File: src/rtl/can_bt_pkg.sv
package can_bt_pkg;
  typedef enum logic [1:0] {
    SEG_SYNC = 2'd0,
    SEG_TS1  = 2'd1,
    SEG_TS2  = 2'd2
  } seg_e;

  function automatic logic maj3(input logic a, input logic b, input logic c);
    return (a & b) | (a & c) | (b & c);
  endfunction
endpackage

File: src/rtl/can_bt_tq_gen.sv
module can_bt_tq_gen #(
  parameter int BRP_W = 6
) (
  input  logic             clk,
  input  logic             rst,
  input  logic             restart,
  input  logic [BRP_W-1:0] brp,
  output logic             tick
);
  localparam int PC_W = BRP_W + 1;

  logic [PC_W-1:0] pcnt;
  logic [PC_W-1:0] lim;

  assign lim  = {brp, 1'b1};
  assign tick = (pcnt >= lim);

  always_ff @(posedge clk) begin
    if (rst || restart) pcnt <= '0;
    else if (tick)      pcnt <= '0;
    else                pcnt <= pcnt + PC_W'(1);
  end
endmodule

File: src/rtl/can_bt_edge_det.sv
module can_bt_edge_det (
  input  logic clk,
  input  logic rst,
  input  logic rx,
  output logic fall
);
  logic rx_prev;

  always_ff @(posedge clk) begin
    if (rst) rx_prev <= 1'b1;
    else     rx_prev <= rx;
  end

  assign fall = rx_prev & ~rx;
endmodule

File: src/rtl/can_bt_sampler.sv
module can_bt_sampler #(
  parameter int HIST = 2
) (
  input  logic clk,
  input  logic rst,
  input  logic tick,
  input  logic sample_now,
  input  logic triple,
  input  logic rx,
  output logic bit_val
);
  import can_bt_pkg::*;

  logic [HIST-1:0] hist;
  logic            voted;

  assign voted = triple ? maj3(hist[HIST-1], hist[HIST-2], rx) : rx;

  always_ff @(posedge clk) begin
    if (rst) begin
      hist    <= '1;
      bit_val <= 1'b1;
    end else begin
      if (tick)       hist    <= {hist[HIST-2:0], rx};
      if (sample_now) bit_val <= voted;
    end
  end
endmodule

File: src/rtl/can_bt_seq.sv
module can_bt_seq #(
  parameter int SEG_W = 3,
  parameter int SJW_W = 2
) (
  input  logic             clk,
  input  logic             rst,
  input  logic             tick,
  input  logic             fall,
  input  logic             idle,
  input  logic             tx_dom,
  input  logic             bit_rec,
  input  logic [SEG_W-1:0] prop,
  input  logic [SEG_W-1:0] ph1,
  input  logic [SEG_W-1:0] ph2,
  input  logic [SJW_W-1:0] sjw,
  output logic             sample_now,
  output logic             sync_start,
  output logic             restart,
  output logic             used
);
  import can_bt_pkg::*;

  localparam int MAX_Q = 2 * (1 << SEG_W) + (1 << SJW_W) + 1;
  localparam int CNT_W = $clog2(MAX_Q + 1);

  seg_e             seg;
  logic [CNT_W-1:0] qcnt;
  logic [CNT_W-1:0] ext_r, cut_r;

  logic [SEG_W-1:0] ph2_eff;
  logic [CNT_W-1:0] ts1_len, ts2_len, sjw_len;
  logic [CNT_W-1:0] e_late, ext_new, ext_now, ts1_end;
  logic [CNT_W-1:0] e_early, cut_now, ts2_end;
  logic             edge_ok, hs, rs, rs_late, rs_early, early_restart, bit_end;

  assign ph2_eff = (ph2 == '0) ? SEG_W'(1) : ph2;
  assign ts1_len = CNT_W'(prop) + CNT_W'(ph1) + CNT_W'(2);
  assign ts2_len = CNT_W'(ph2_eff) + CNT_W'(1);
  assign sjw_len = CNT_W'(sjw) + CNT_W'(1);

  assign edge_ok  = fall & bit_rec & ~used;
  assign hs       = edge_ok & idle;
  assign rs       = edge_ok & ~idle & ~tx_dom;
  assign rs_late  = rs & (seg == SEG_TS1);
  assign rs_early = rs & (seg == SEG_TS2);

  assign e_late  = qcnt + CNT_W'(1);
  assign ext_new = (e_late < sjw_len) ? e_late : sjw_len;
  assign ext_now = rs_late ? ext_new : ext_r;
  assign ts1_end = ts1_len + ext_now - CNT_W'(1);

  assign e_early       = ts2_len - qcnt;
  assign early_restart = rs_early & (e_early <= sjw_len);
  assign cut_now       = (rs_early & ~early_restart) ? sjw_len : cut_r;
  assign ts2_end       = ts2_len - cut_now - CNT_W'(1);

  assign restart    = hs | early_restart;
  assign sample_now = ~restart & tick & (seg == SEG_TS1) & (qcnt == ts1_end);
  assign bit_end    = ~restart & tick & (seg == SEG_TS2) & (qcnt == ts2_end);
  assign sync_start = restart | bit_end;

  always_ff @(posedge clk) begin
    if (rst) begin
      seg   <= SEG_SYNC;
      qcnt  <= '0;
      ext_r <= '0;
      cut_r <= '0;
      used  <= 1'b0;
    end else if (restart) begin
      seg   <= SEG_SYNC;
      qcnt  <= '0;
      ext_r <= '0;
      cut_r <= '0;
      used  <= 1'b1;
    end else begin
      if (sample_now) used <= 1'b0;
      else if (rs)    used <= 1'b1;
      ext_r <= ext_now;
      cut_r <= cut_now;
      if (tick) begin
        unique case (seg)
          SEG_SYNC: begin
            seg  <= SEG_TS1;
            qcnt <= '0;
          end
          SEG_TS1: begin
            if (qcnt == ts1_end) begin
              seg  <= SEG_TS2;
              qcnt <= '0;
            end else begin
              qcnt <= qcnt + CNT_W'(1);
            end
          end
          default: begin
            if (bit_end) begin
              seg   <= SEG_SYNC;
              qcnt  <= '0;
              ext_r <= '0;
              cut_r <= '0;
            end else begin
              qcnt <= qcnt + CNT_W'(1);
            end
          end
        endcase
      end
    end
  end
endmodule

File: src/rtl/can_bit_timing.sv
module can_bit_timing #(
  parameter int BRP_W = 6,
  parameter int SEG_W = 3,
  parameter int SJW_W = 2
) (
  input  logic             clk,
  input  logic             rst,
  input  logic             rx_i,
  input  logic             tx_dom_i,
  input  logic             idle_i,
  input  logic [BRP_W-1:0] brp_i,
  input  logic [SEG_W-1:0] prop_i,
  input  logic [SEG_W-1:0] ph1_i,
  input  logic [SEG_W-1:0] ph2_i,
  input  logic [SJW_W-1:0] sjw_i,
  input  logic             triple_i,
  output logic             sample_o,
  output logic             bit_o,
  output logic             txpt_o
);
  logic tick, fall, restart, sample_now, sync_start, sync_used;

  can_bt_tq_gen #(.BRP_W(BRP_W)) u_tq (
    .clk(clk), .rst(rst), .restart(restart), .brp(brp_i), .tick(tick)
  );

  can_bt_edge_det u_edge (
    .clk(clk), .rst(rst), .rx(rx_i), .fall(fall)
  );

  can_bt_seq #(.SEG_W(SEG_W), .SJW_W(SJW_W)) u_seq (
    .clk(clk), .rst(rst), .tick(tick), .fall(fall), .idle(idle_i),
    .tx_dom(tx_dom_i), .bit_rec(bit_o), .prop(prop_i), .ph1(ph1_i),
    .ph2(ph2_i), .sjw(sjw_i), .sample_now(sample_now),
    .sync_start(sync_start), .restart(restart), .used(sync_used)
  );

  can_bt_sampler #(.HIST(2)) u_smp (
    .clk(clk), .rst(rst), .tick(tick), .sample_now(sample_now),
    .triple(triple_i), .rx(rx_i), .bit_val(bit_o)
  );

  always_ff @(posedge clk) begin
    if (rst) begin
      sample_o <= 1'b0;
      txpt_o   <= 1'b0;
    end else begin
      sample_o <= sample_now;
      txpt_o   <= sync_start;
    end
  end
endmodule

File: config.mk
export PLATFORM = sky130hd
export DESIGN_NAME = can_bit_timing
export DESIGN_NICKNAME = d
export VERILOG_FILES = /design/src/rtl/can_bt_pkg.sv /design/src/rtl/can_bt_tq_gen.sv /design/src/rtl/can_bt_edge_det.sv /design/src/rtl/can_bt_sampler.sv /design/src/rtl/can_bt_seq.sv /design/src/rtl/can_bit_timing.sv
export SDC_FILE = /design/constraint.sdc
export NUM_CORES = 1
export LEC_CHECK = 0
export ABC_AREA = 1
export BUFFER_PORTS_ARGS = -buffer_cell sky130_fd_sc_hd__buf_2
export CORE_ASPECT_RATIO = 1.25
export CORE_MARGIN = 2
export CORE_UTILIZATION = 42
export CTS_BUF_LIST = sky130_fd_sc_hd__clkbuf_2
export CTS_CLUSTER_DIAMETER = 40
export DETAILED_ROUTE_END_ITERATION = 12
export PLACE_DENSITY = 0.62
export SYNTH_ARGS = -nofsm -noshare
export SYNTH_HDL_FRONTEND = slang
export SYNTH_HIERARCHICAL = 1
export SYNTH_SLANG_ARGS = --single-unit
File: constraint.sdc
create_clock -name clk -period 11.12 [get_ports clk]
set_input_delay 3.336 -clock clk [delete_from_list [all_inputs] [get_ports clk]]
set_output_delay 3.336 -clock clk [all_outputs]
set_load 0.02 [all_outputs]
# Word-level counts from Yosys, hierarchy flattened
# Cells that the tools add are included.
totals:
  out_inout_bits: 3
  input_bits: 23
  register_bits: 31
  elab_cells: 87
op_classes:
  order_cmp: 3
  mux: 20
  add_sub_neg: 11
  n_reduce_logical: 9
  n_eq_ne: 5
  bitwise_logic: 28
ops:
  columns: ["op", "count"]
  rows:
  - ["5-bit two-way mux", 11]
  - ["1-bit AND", 18]
  - ["5-bit equality test", 2]
  - ["5-bit one-hot mux with 2 select lines", 1]
  - ["5-bit by 1-bit subtractor with 5-bit output (second input constant)", 2]
  - ["5-bit subtractor", 2]
  - ["7-bit by 1-bit adder with 7-bit output (second input constant)", 1]
  - ["7-bit >= comparator", 1]
  - ["1-bit NOT", 6]
  - ["3-bit nonzero test", 2]
  - ["2-bit OR reduction", 3]
  - ["5-bit by 1-bit adder with 5-bit output (second input constant)", 1]
  - ["5-bit by 2-bit adder with 5-bit output (second input constant)", 1]
  - ["5-bit adder", 1]
  - ["5-bit <= comparator", 1]
  - ["5-bit less-than comparator", 1]
  - ["3-bit by 1-bit adder with 4-bit output (second input constant)", 1]
  - ["3-bit by 3-bit adder with 4-bit output", 1]
  - ["1-bit two-way mux", 4]
  - ["2-bit two-way mux", 2]
  - ["1-bit OR", 4]
  - ["2-bit one-hot mux with 2 select lines", 1]
  - ["2-bit by 1-bit adder with 3-bit output (second input constant)", 1]
  - ["3-bit logical NOT", 1]
  - ["other kinds (7)", 7]

# Depth between registers and ports, before layout
# Gate-level depths: netlist (run 1).
depth:
  word_depth: 18
  depth_mapped: 29
  ltp_nobuf: 29

# By module
# The synthesis (run 1) kept the hierarchy.
modules_own_cells:
  columns: ["module", "area_each_um2", "cells_per_inst", "instances", "seq_area_each_um2"]
  rows:
  - ["can_bt_seq", 1762.9, 252, 1, 360.3]
  - ["can_bt_tq_gen", 466.7, 66, 1, 140.1]
  - ["can_bt_sampler", 131.4, 19, 1, 60.1]
  - ["can_bit_timing", 55.1, 6, 1, 40.0]
  - ["can_bt_edge_det", 38.8, 6, 1, 20.0]

# Least setup slack after synthesis (run 1)
# Ideal clock, no wire load.
synth_timing:
  path_type: "input to register"
  startpoint: "input ph2_i[1]"
  endpoint: "register u_seq.seg[0]"
  setup_slack_ns: 4.054
  required_ns: 11.056
  stages: 28
  setup_ns: 0.064
  t_arrival_ns: 7.002
  n_path_buf: 0
  path_cell_list: "inv_1 a21oi_1 inv_1 ha_1 fa_1 xnor2_1 ha_1 a21oi_1 a21oi_1 nor2_2 nand2_2 nand2_4 nor2_1 a21oi_1 ha_1 inv_1 fa_1 xor2_1 nand4_1 nor2_1 nand3_1 nor2_2 nand2_4 nand2_4 nand3_2 nand2_1 inv_1 nor2_1"
synth_via:
  elab_chain_cells: 15
  word_cells_on_any_way: 20
  cone_classes: "add/sub: 4; order compare: 1; eq/ne: 1; mux: 2; bitwise: 8; reduce/logical: 4"
synth_lines:
  columns: ["item", "line", "rtl"]
  rows:
  - ["from (decl)", "can_bit_timing.sv:14", "input logic [SEG_W-1:0] ph2_i,"]
  - ["3-bit logical NOT", "can_bt_seq.sv:36", "assign ph2_eff = (ph2 == '0) ? SEG_W'(1) : ph2;"]
  - ["3-bit two-way mux *", "can_bt_seq.sv:36", null]
  - ["3-bit by 1-bit adder with 4-bit output *", "can_bt_seq.sv:38", "assign ts2_len = CNT_W'(ph2_eff) + CNT_W'(1);"]
  - ["5-bit subtractor", "can_bt_seq.sv:52", "assign e_early = ts2_len - qcnt;"]
  - ["5-bit <= comparator", "can_bt_seq.sv:53", "assign early_restart = rs_early & (e_early <= sjw_len);"]
  - ["1-bit AND", "can_bt_seq.sv:53", null]
  - ["1-bit NOT", "can_bt_seq.sv:54", "assign cut_now = (rs_early & ~early_restart) ? sjw_len : cut_r;"]
  - ["1-bit AND", "can_bt_seq.sv:54", null]
  - ["5-bit two-way mux", "can_bt_seq.sv:54", null]
  - ["5-bit subtractor", "can_bt_seq.sv:55", "assign ts2_end = ts2_len - cut_now - CNT_W'(1);"]
  - ["5-bit by 1-bit subtractor with 5-bit output", "can_bt_seq.sv:55", null]
  - ["5-bit equality test", "can_bt_seq.sv:59", "assign bit_end = ~restart & tick & (seg == SEG_TS2) & (qcnt == ts2_end);"]
  - ["1-bit AND", "can_bt_seq.sv:59", null]
  - ["3-bit nonzero test (no line)", null, null]
  - ["3-bit AND reduction (no line)", null, null]
  - ["to (signal assigned)", "can_bt_seq.sv:64", "seg <= SEG_SYNC;"]
  - ["to (signal assigned)", "can_bt_seq.sv:70", "seg <= SEG_SYNC;"]
  - ["to (signal assigned)", "can_bt_seq.sv:83", "seg <= SEG_TS1;"]
  - ["to (decl)", "can_bt_seq.sv:26", "seg_e seg;"]
# Mark *: on every way between the ends. The rest lies on a longest branch, timed or not.
# A chain may end at the register's enable or synchronous reset.

# Final worst setup path (run 1)
layout_timing:
  startpoint: "input ph2_i[1]"
  endpoint: "register u_seq.ext_r[2]"
layout_via:
  elab_chain_cells: 16
  word_cells_on_any_way: 21
  cone_classes: "add/sub: 4; order compare: 1; eq/ne: 1; mux: 5; bitwise: 8; reduce/logical: 2"
layout_lines:
  columns: ["item", "line", "rtl"]
  rows:
  - ["3-bit logical NOT", "can_bt_seq.sv:36", null]
  - ["3-bit two-way mux *", "can_bt_seq.sv:36", null]
  - ["3-bit by 1-bit adder with 4-bit output *", "can_bt_seq.sv:38", null]
  - ["5-bit subtractor", "can_bt_seq.sv:52", null]
  - ["5-bit <= comparator", "can_bt_seq.sv:53", null]
  - ["1-bit AND", "can_bt_seq.sv:53", null]
  - ["1-bit NOT", "can_bt_seq.sv:54", null]
  - ["1-bit AND", "can_bt_seq.sv:54", null]
  - ["5-bit two-way mux", "can_bt_seq.sv:54", null]
  - ["5-bit subtractor", "can_bt_seq.sv:55", null]
  - ["5-bit by 1-bit subtractor with 5-bit output", "can_bt_seq.sv:55", null]
  - ["5-bit equality test", "can_bt_seq.sv:59", null]
  - ["1-bit AND", "can_bt_seq.sv:59", null]
  - ["5-bit two-way mux", "can_bt_seq.sv:95", "if (bit_end) begin"]
  - ["5-bit two-way mux", "can_bt_seq.sv:81", "unique case (seg)"]
  - ["5-bit two-way mux", "can_bt_seq.sv:80", "if (tick) begin"]
  - ["to (signal assigned)", "can_bt_seq.sv:78", "ext_r <= ext_now;"]
  - ["to (decl)", "can_bt_seq.sv:28", "logic [CNT_W-1:0] ext_r, cut_r;"]
# Marked as above.

==> results.txt, run 1 <==
Synthesis-stage register bit count = 31
Die area = 6476 um^2
Max-slew headroom = 73.63%
Clock-pin slew of the registers on the worst-case setup and hold paths = 0.17 ns
First-pass GRT wire length = 8197 um
Crit-path slowest cell = fa_1
Post-DRT Antenna Nets = 0
Slew Limit Fails = 0
Fillers = 626
WP buf/inv = 4
Proportion of power drawn by the clock network = 24.1%
Initial drt markers = 59
Num CTS Buffers = 5
Adder and majority gate portion of the synthesized area = 17.84%
Largest family of logic cells by synthesized area = simple AND/OR/NAND/NOR gates
Post-Synth Simple-Gate Area = 30.12%
DR DRC count = 0
Total iterations of the first detailed-routing run = 4
Worst Reg2Reg Path Length in Cells = 20
Cell Area, Synth = 2455 um^2
Largest cells by area after synthesis = dfxtp_1 25%, ha_1 14%, inv_1 10%
Leakage = 0.001382 uW
Num rows = 31
Max IR drop VDD = 0.05016 mV
Hold Buf Count CTS = 0
Chip Height = 89.48 um
Xor-xnor portion of the synthesized cell area = 6.779%
Yosys warnings = 6
Synth cell types = 31
Pwr per Cell Area = 82.91 nW/um^2
Skew final = 0.01398 ns
Crit end category = flip-flop
Post-CTS Setup Inserts = 0
Status = completed
Clock root cell = clkbuf_2
Cell count along the critical path = 26
Layout cells sized above 1 = 16.05%
Fin Setup TNS = 0 ns
Wire per inst = 10.73 um
Largest net degree at the start of global routing = 12
Area Overhead vs Synth = 9.582%
Final-report hold violation count = 0
Yosys top cell by area = dfxtp_1
CP max FO = 10
Util after Layout = 46.86%
IO buf count = 25
CP top delay family = adder cells
RSZ-0062 raised after global routing = no
Number of max-cap violations = 0
Clock buffer depth = 2
CTS tree = done
CP Class = input pin to flip-flop
Startpoint Class = input pin
Synth Area in Compound Gates = 8.869%
Vias = 2,119
Sw frac = 32.41%
Mean number of vias per cell = 4.751
Final wirelength = 4786 um
Crit-path max cell delay = 0.52 ns
Hold Crit Class = flip-flop to flip-flop
Clock latency on the worst-skew pair = 0.36 ns
Vias in the first global route = 1,936
Worst-Margin Slew = 0.3946 ns
Flop pwr share = 51.4%
Min cycle time layout = 7.181 ns
Comb pwr share = 24.5%
Final estimated routing congestion in global placement = 0.8214
Synth top area share = 25.28%
Nets = 434
CP arrival = 7.43 ns
Die width = 72.38 um
Htree depth = 2
Post-cts sizing count = 0
Setup-failing EPs final = 0
Num Clock Sinks = 31
Final worst path period share = 64.58%
WHS Path Cells = 2
Critical Path RT = 11.37 ns
Starting Density = 42.76%
Syn Area/Cell = 7.034 um^2
Most used cell, CP = a21oi_1
DP HPWL = 3845 um
Initial antenna violation count = 0
Mux cell area share after synthesis = 0%
Worst Setup Slack, final = 3.939 ns
Diode count = 0
Syn nets = 404
Tot GR Track Use = 16.03%
Total grt overflow = 0
Core area = 5741 um^2
# IOs = 26
Switching power = 72.27 uW
Pre-CTS WS = 3.551 ns
Max Clk Rate = 0.1393 GHz
Seq/Total Area, Yosys = 25.28%
Synth Instances = 349
Internal power = 150.7 uW
==> Yosys cell counts <==
cell type,count
inv_1,66
nand2_1,61
nor2_1,40
dfxtp_1,31
ha_1,27
a21oi_1,25
nand3_1,22
xor2_1,15
nand2_2,8
o21ai_0,8
fa_1,5
nor2_2,5
inv_2,4
nand2_4,4
nand3_2,4
nand4_1,4
xnor2_1,4
a21oi_2,2
buf_2,2
a211oi_1,1
a21o_1,1
nand3b_1,1
nor2_4,1
nor3_1,1
nor3_4,1
o21a_1,1
o21ai_1,1
o21bai_1,1
or2_0,1
or2_1,1
or2_2,1
==> cell usage in the layout (no fill, tap or decap), types with 2 or more instances in the layout <==
master,instances
ha_1,27
a21oi_1,25
nand2_2,8
nand3_2,4
clkbuf_2,6
nand3_1,22
xor2_1,15
clkinv_1,2
o21ai_0,8
nand2_4,4
xnor2_1,4
buf_2,25
nor2_2,5
a21oi_2,2
nor2_1,40
nand4_1,4
inv_1,66
inv_2,4
nand2_1,61
fa_1,5
dfxtp_1,31
==> power groups by stage <==
stage | Sequential (uW) | Combinational [uW] | Clock (uW)
after floorplan | 117 | 41.5 | 0
after global placement | 117 | 54.0 | 0
after detailed placement | 117 | 54.7 | 0
after CTS | 115 | 55.2 | 57.3
after global routing | 115 | 63.8 | 60.2
final | 115 | 54.5 | 53.8
==> worst reg2reg max path: stages (launching register included) <==
cell	delay (ns)
dfxtp_1	0.59
ha_1	0.35
ha_1	0.30
inv_1	0.06
a21oi_1	0.03
o21ai_0	0.16
nand4_1	0.21
a21oi_1	0.23
a21oi_1	0.09
fa_1	0.48
inv_1	0.07
fa_1	0.46
xnor2_1	0.22
xor2_1	0.17
nand3_1	0.09
nor2_1	0.12
nand3_2	0.12
nor3_1	0.30
inv_1	0.11
a21oi_1	0.15
nand2_1	0.07
==> layer usage <==
layer | up-vias | GRT usage (%) | wire length, um
li1 | 1151 | - | -
met1 | 934 | 19.32 | 2224
met2 | 26 | 28.86 | 2350
met3 | 8 | 2.818 | 125
met4 | 0 | 5.219 | 85
met5 | - | 0 | 0
==> worst paths after layout <==
check	from	to	slack [ns]
hold reg to reg	u_seq/ext_r[3]	u_seq/ext_r[3]	0.46
setup reg to reg	u_seq/qcnt[0]	u_smp/bit_val	6.66
setup / recovery	ph2_i[1]	u_seq/ext_r[2]	3.94
hold / removal	u_seq/ext_r[3]	u_seq/ext_r[3]	0.46
==> metrics by stage <==
step	hold slack, ns	std cells	area [um^2]	power [uW]
floorplan	0.4309	349	2455	158.4
global placement	0.4420	438	2653	171.1
detailed placement	0.4438	438	2653	171.8
CTS	0.4664	446	2690	227.3
global route	0.4755	446	2690	239.0
finish	0.4606	446	2690	223.0
==> state kept, by name (all words and copies together) (netlist names) <==
name,cells
u_tq/pcnt,7
u_smp/hist,2
u_seq/seg,2
txpt_o,1
u_edge/rx_prev,1
u_smp/bit_val,1
u_seq/used,1
u_seq/cut_r,5
sample_o,1
u_seq/ext_r,5
u_seq/qcnt,5
==> logic make-up (layout without fill, tap and decap cells) <==
kind of cell	after synthesis	count (layout)
simple gates	155	155
xor+xnor	19	19
buf+inv	72	103
flops	31	31
fa+ha+maj	32	32
compound gates	40	40
==> cell type report <==
| class | count | area [um^2] | share of cell area, % |
|---|---|---|---|
| clock inverters | 2 | 7.507 | 0.2791 |
| well taps | 66 | 82.58 | 3.070 |
| repair buffers | 25 | 125.1 | 4.651 |
| inverters | 70 | 262.8 | 9.767 |
| flip-flops and latches | 31 | 620.6 | 23.07 |
| clock buffers | 6 | 30.03 | 1.116 |
| multi-input cells | 246 | 1562 | 58.05 |
Note: power is estimated with default switching activity, not from simulation.
==> run 2: changes to the inputs <==
==> constraint.sdc (replaced) <==
create_clock -name clk -period 6.9 [get_ports clk]
set_input_delay 2.07 -clock clk [delete_from_list [all_inputs] [get_ports clk]]
set_output_delay 2.07 -clock clk [all_outputs]
set_load 0.02 [all_outputs]
==> results.txt, run 2 (synthesis results as in run 1) <==
Status = completed
Vias = 2,130 (+0.52%)
Starting Density = 42.76% (unchanged)
Hold_sp = u_seq/ext_r[3]
Layout cells sized above 1 = 16.05% (unchanged)
Die area = 6476 um^2 (unchanged)
Final estimated routing congestion in global placement = 0.8212 (about the same)
Post-DRT Antenna Nets = 0 (unchanged)
Largest reg by FF count = u_tq/pcnt
Setup-failing EPs final = 0 (unchanged)
Largest net degree at the start of global routing = 12 (unchanged)
Startpoint Class = input pin
Nets = 434 (unchanged)
Min cycle time layout = 5.920 ns
Num CTS Buffers = 5 (unchanged)
R2r endpoint = u_smp/bit_val
Pwr per Cell Area = 133.9 nW/um^2 (+62%)
Crit-path max cell delay = 0.52 ns (about the same)
Final wirelength = 4834 um (+1.0%)
Fillers = 602 (-3.8%)
Min-Delay Endpoint = u_seq/ext_r[3]
Reg2Reg Launch Point = u_seq/qcnt[0]
Wire per inst = 10.84 um (+1.0%)
Slew Limit Fails = 0 (unchanged)
CTS tree = done
Max IR drop VDD = 0.1061 mV (+110%)
Final-report hold violation count = 0 (unchanged)
Mean number of vias per cell = 4.776 (+0.52%)
Initial antenna violation count = 0 (unchanged)
CP Launch Point = ph2_i[1]
CP Class = input pin to flip-flop
Crit end category = flip-flop
Clock buffer depth = 2 (unchanged)
CP arrival = 6.18 ns (-1.25 ns)
Skew final = 0.01720 ns (+0.003225 ns)
Critical Path RT = 7.16 ns (-4.21 ns)
# IOs = 26 (unchanged)
Htree depth = 2 (unchanged)
Num Clock Sinks = 31 (unchanged)
First-pass GRT wire length = 8031 um (-2.0%)
Commonest non-fill, non-tap cells in the layout = 66 x inv_1, 61 x nand2_1, 40 x nor2_1, 31 x dfxtp_1, 27 x ha_1
Max-slew headroom = 73.10% (-0.53 points)
Most frequent standard cell in the layout excluding fill and tap cells = inv_1
Chip Height = 89.48 um (unchanged)
Number of max-cap violations = 0 (unchanged)
Num rows = 31 (unchanged)
Hold Buf Count CTS = 0 (unchanged)
Leakage = 0.001382 uW (unchanged)
DP HPWL = 3897 um (+1.3%)
Worst Reg2Reg Path Length in Cells = 20 (unchanged)
Max reg flops = 7 (unchanged)
R2r setup slk = 2.44 ns (-4.22 ns)
Util after Layout = 46.86% (unchanged)
Total iterations of the first detailed-routing run = 4 (unchanged)
Fin Setup TNS = 0 ns (unchanged)
Most used cell, CP = a21oi_1
FF/Latch Area = 620.6 um^2 (unchanged)
Tot GR Track Use = 15.71% (-0.32 points)
Post-cts sizing count = 0 (unchanged)
CP max FO = 10 (unchanged)
DR DRC count = 0 (unchanged)
Clock-pin slew of the registers on the worst-case setup and hold paths = 0.17 ns (about the same)
Core area = 5741 um^2 (unchanged)
WP buf/inv = 4 (unchanged)
Max Clk Rate = 0.1689 GHz
Clock root cell = clkbuf_2
Clock latency on the worst-skew pair = 0.37 ns (about the same)
Diode count = 0 (unchanged)
IO buf count = 25 (unchanged)
CP top delay family = adder cells
WHS Path Cells = 2 (unchanged)
Multi-input logic area = 1562 um^2 (unchanged)
Final worst path period share = 85.79%
Worst-Margin Slew = 0.4029 ns (+0.008288 ns)
Area Overhead vs Synth = 9.582% (unchanged)
Initial drt markers = 39 (-34%)
Post-CTS Setup Inserts = 0 (unchanged)
Total grt overflow = 0 (unchanged)
RSZ-0062 raised after global routing = no
Vias in the first global route = 1,927 (-0.46%)
Crit-path slowest cell = fa_1
Die width = 72.38 um (unchanged)
Hold Crit Class = flip-flop to flip-flop
## run 2: cell type report
| type | instances | share of cell area, % |
|---|---|---|
| clock buffers | 6 | 1.116 |
| clock inverters | 2 | 0.2791 |
| inverters | 70 | 9.767 |
| multi-input cells | 246 | 58.05 |
| flip-flops and latches | 31 | 23.07 |
| well taps | 66 | 3.070 |
| repair buffers | 25 | 4.651 |
## run 2: power by group
part / total, uW / internal [uW] / switching [uW]
Sequential: 185 / 182 / 2.74
Combinational: 87.9 / 36.4 / 51.5
Clock: 87.5 / 24.4 / 63.1
## run 2: worst max-delay path by stage
stage                           endpoint  slack (ns)  depth (start not counted)
after global placement      u_seq/seg[0]        0.59                         29
after detailed placement    u_seq/seg[0]        0.57                         29
after floorplan             u_seq/seg[0]        1.10                         28
after CTS                 u_seq/ext_r[2]        0.97                         26
final                     u_seq/ext_r[2]        0.98                         26
after global routing        u_seq/seg[0]        0.60                         29
## run 2: per-layer routing
metal | global-route usage (%) | wire length, um | up-vias
met5 | 0 | 0 | -
met4 | 4.545 | 61 | 0
met3 | 2.931 | 163 | 6
met2 | 29.36 | 2421 | 30
met1 | 18.16 | 2186 | 941
li1 | - | - | 1153
## run 2: stage by stage
step / hold slack, ns / std cells / total power (uW) / area, um^2 / setup WS [ns]
3_3_place_gp: 0.4420 / 438 / 275.8 / 2653 / 0.5936
5_1_grt: 0.4947 / 446 / 385.5 / 2690 / 0.6029
6_report: 0.4629 / 446 / 360.2 / 2690 / 0.9804
3_5_place_dp: 0.4455 / 438 / 277.1 / 2653 / 0.5700
2_1_floorplan: 0.4309 / 349 / 255.4 / 2455 / 1.100
4_1_cts: 0.4681 / 446 / 366.8 / 2690 / 0.9663
## run 2: tightest hold or removal path, stage by stage, from the launching register on
cell and delay (ns):
dfxtp_1 0.33, nand2_1 0.07, nor2_1 0.04
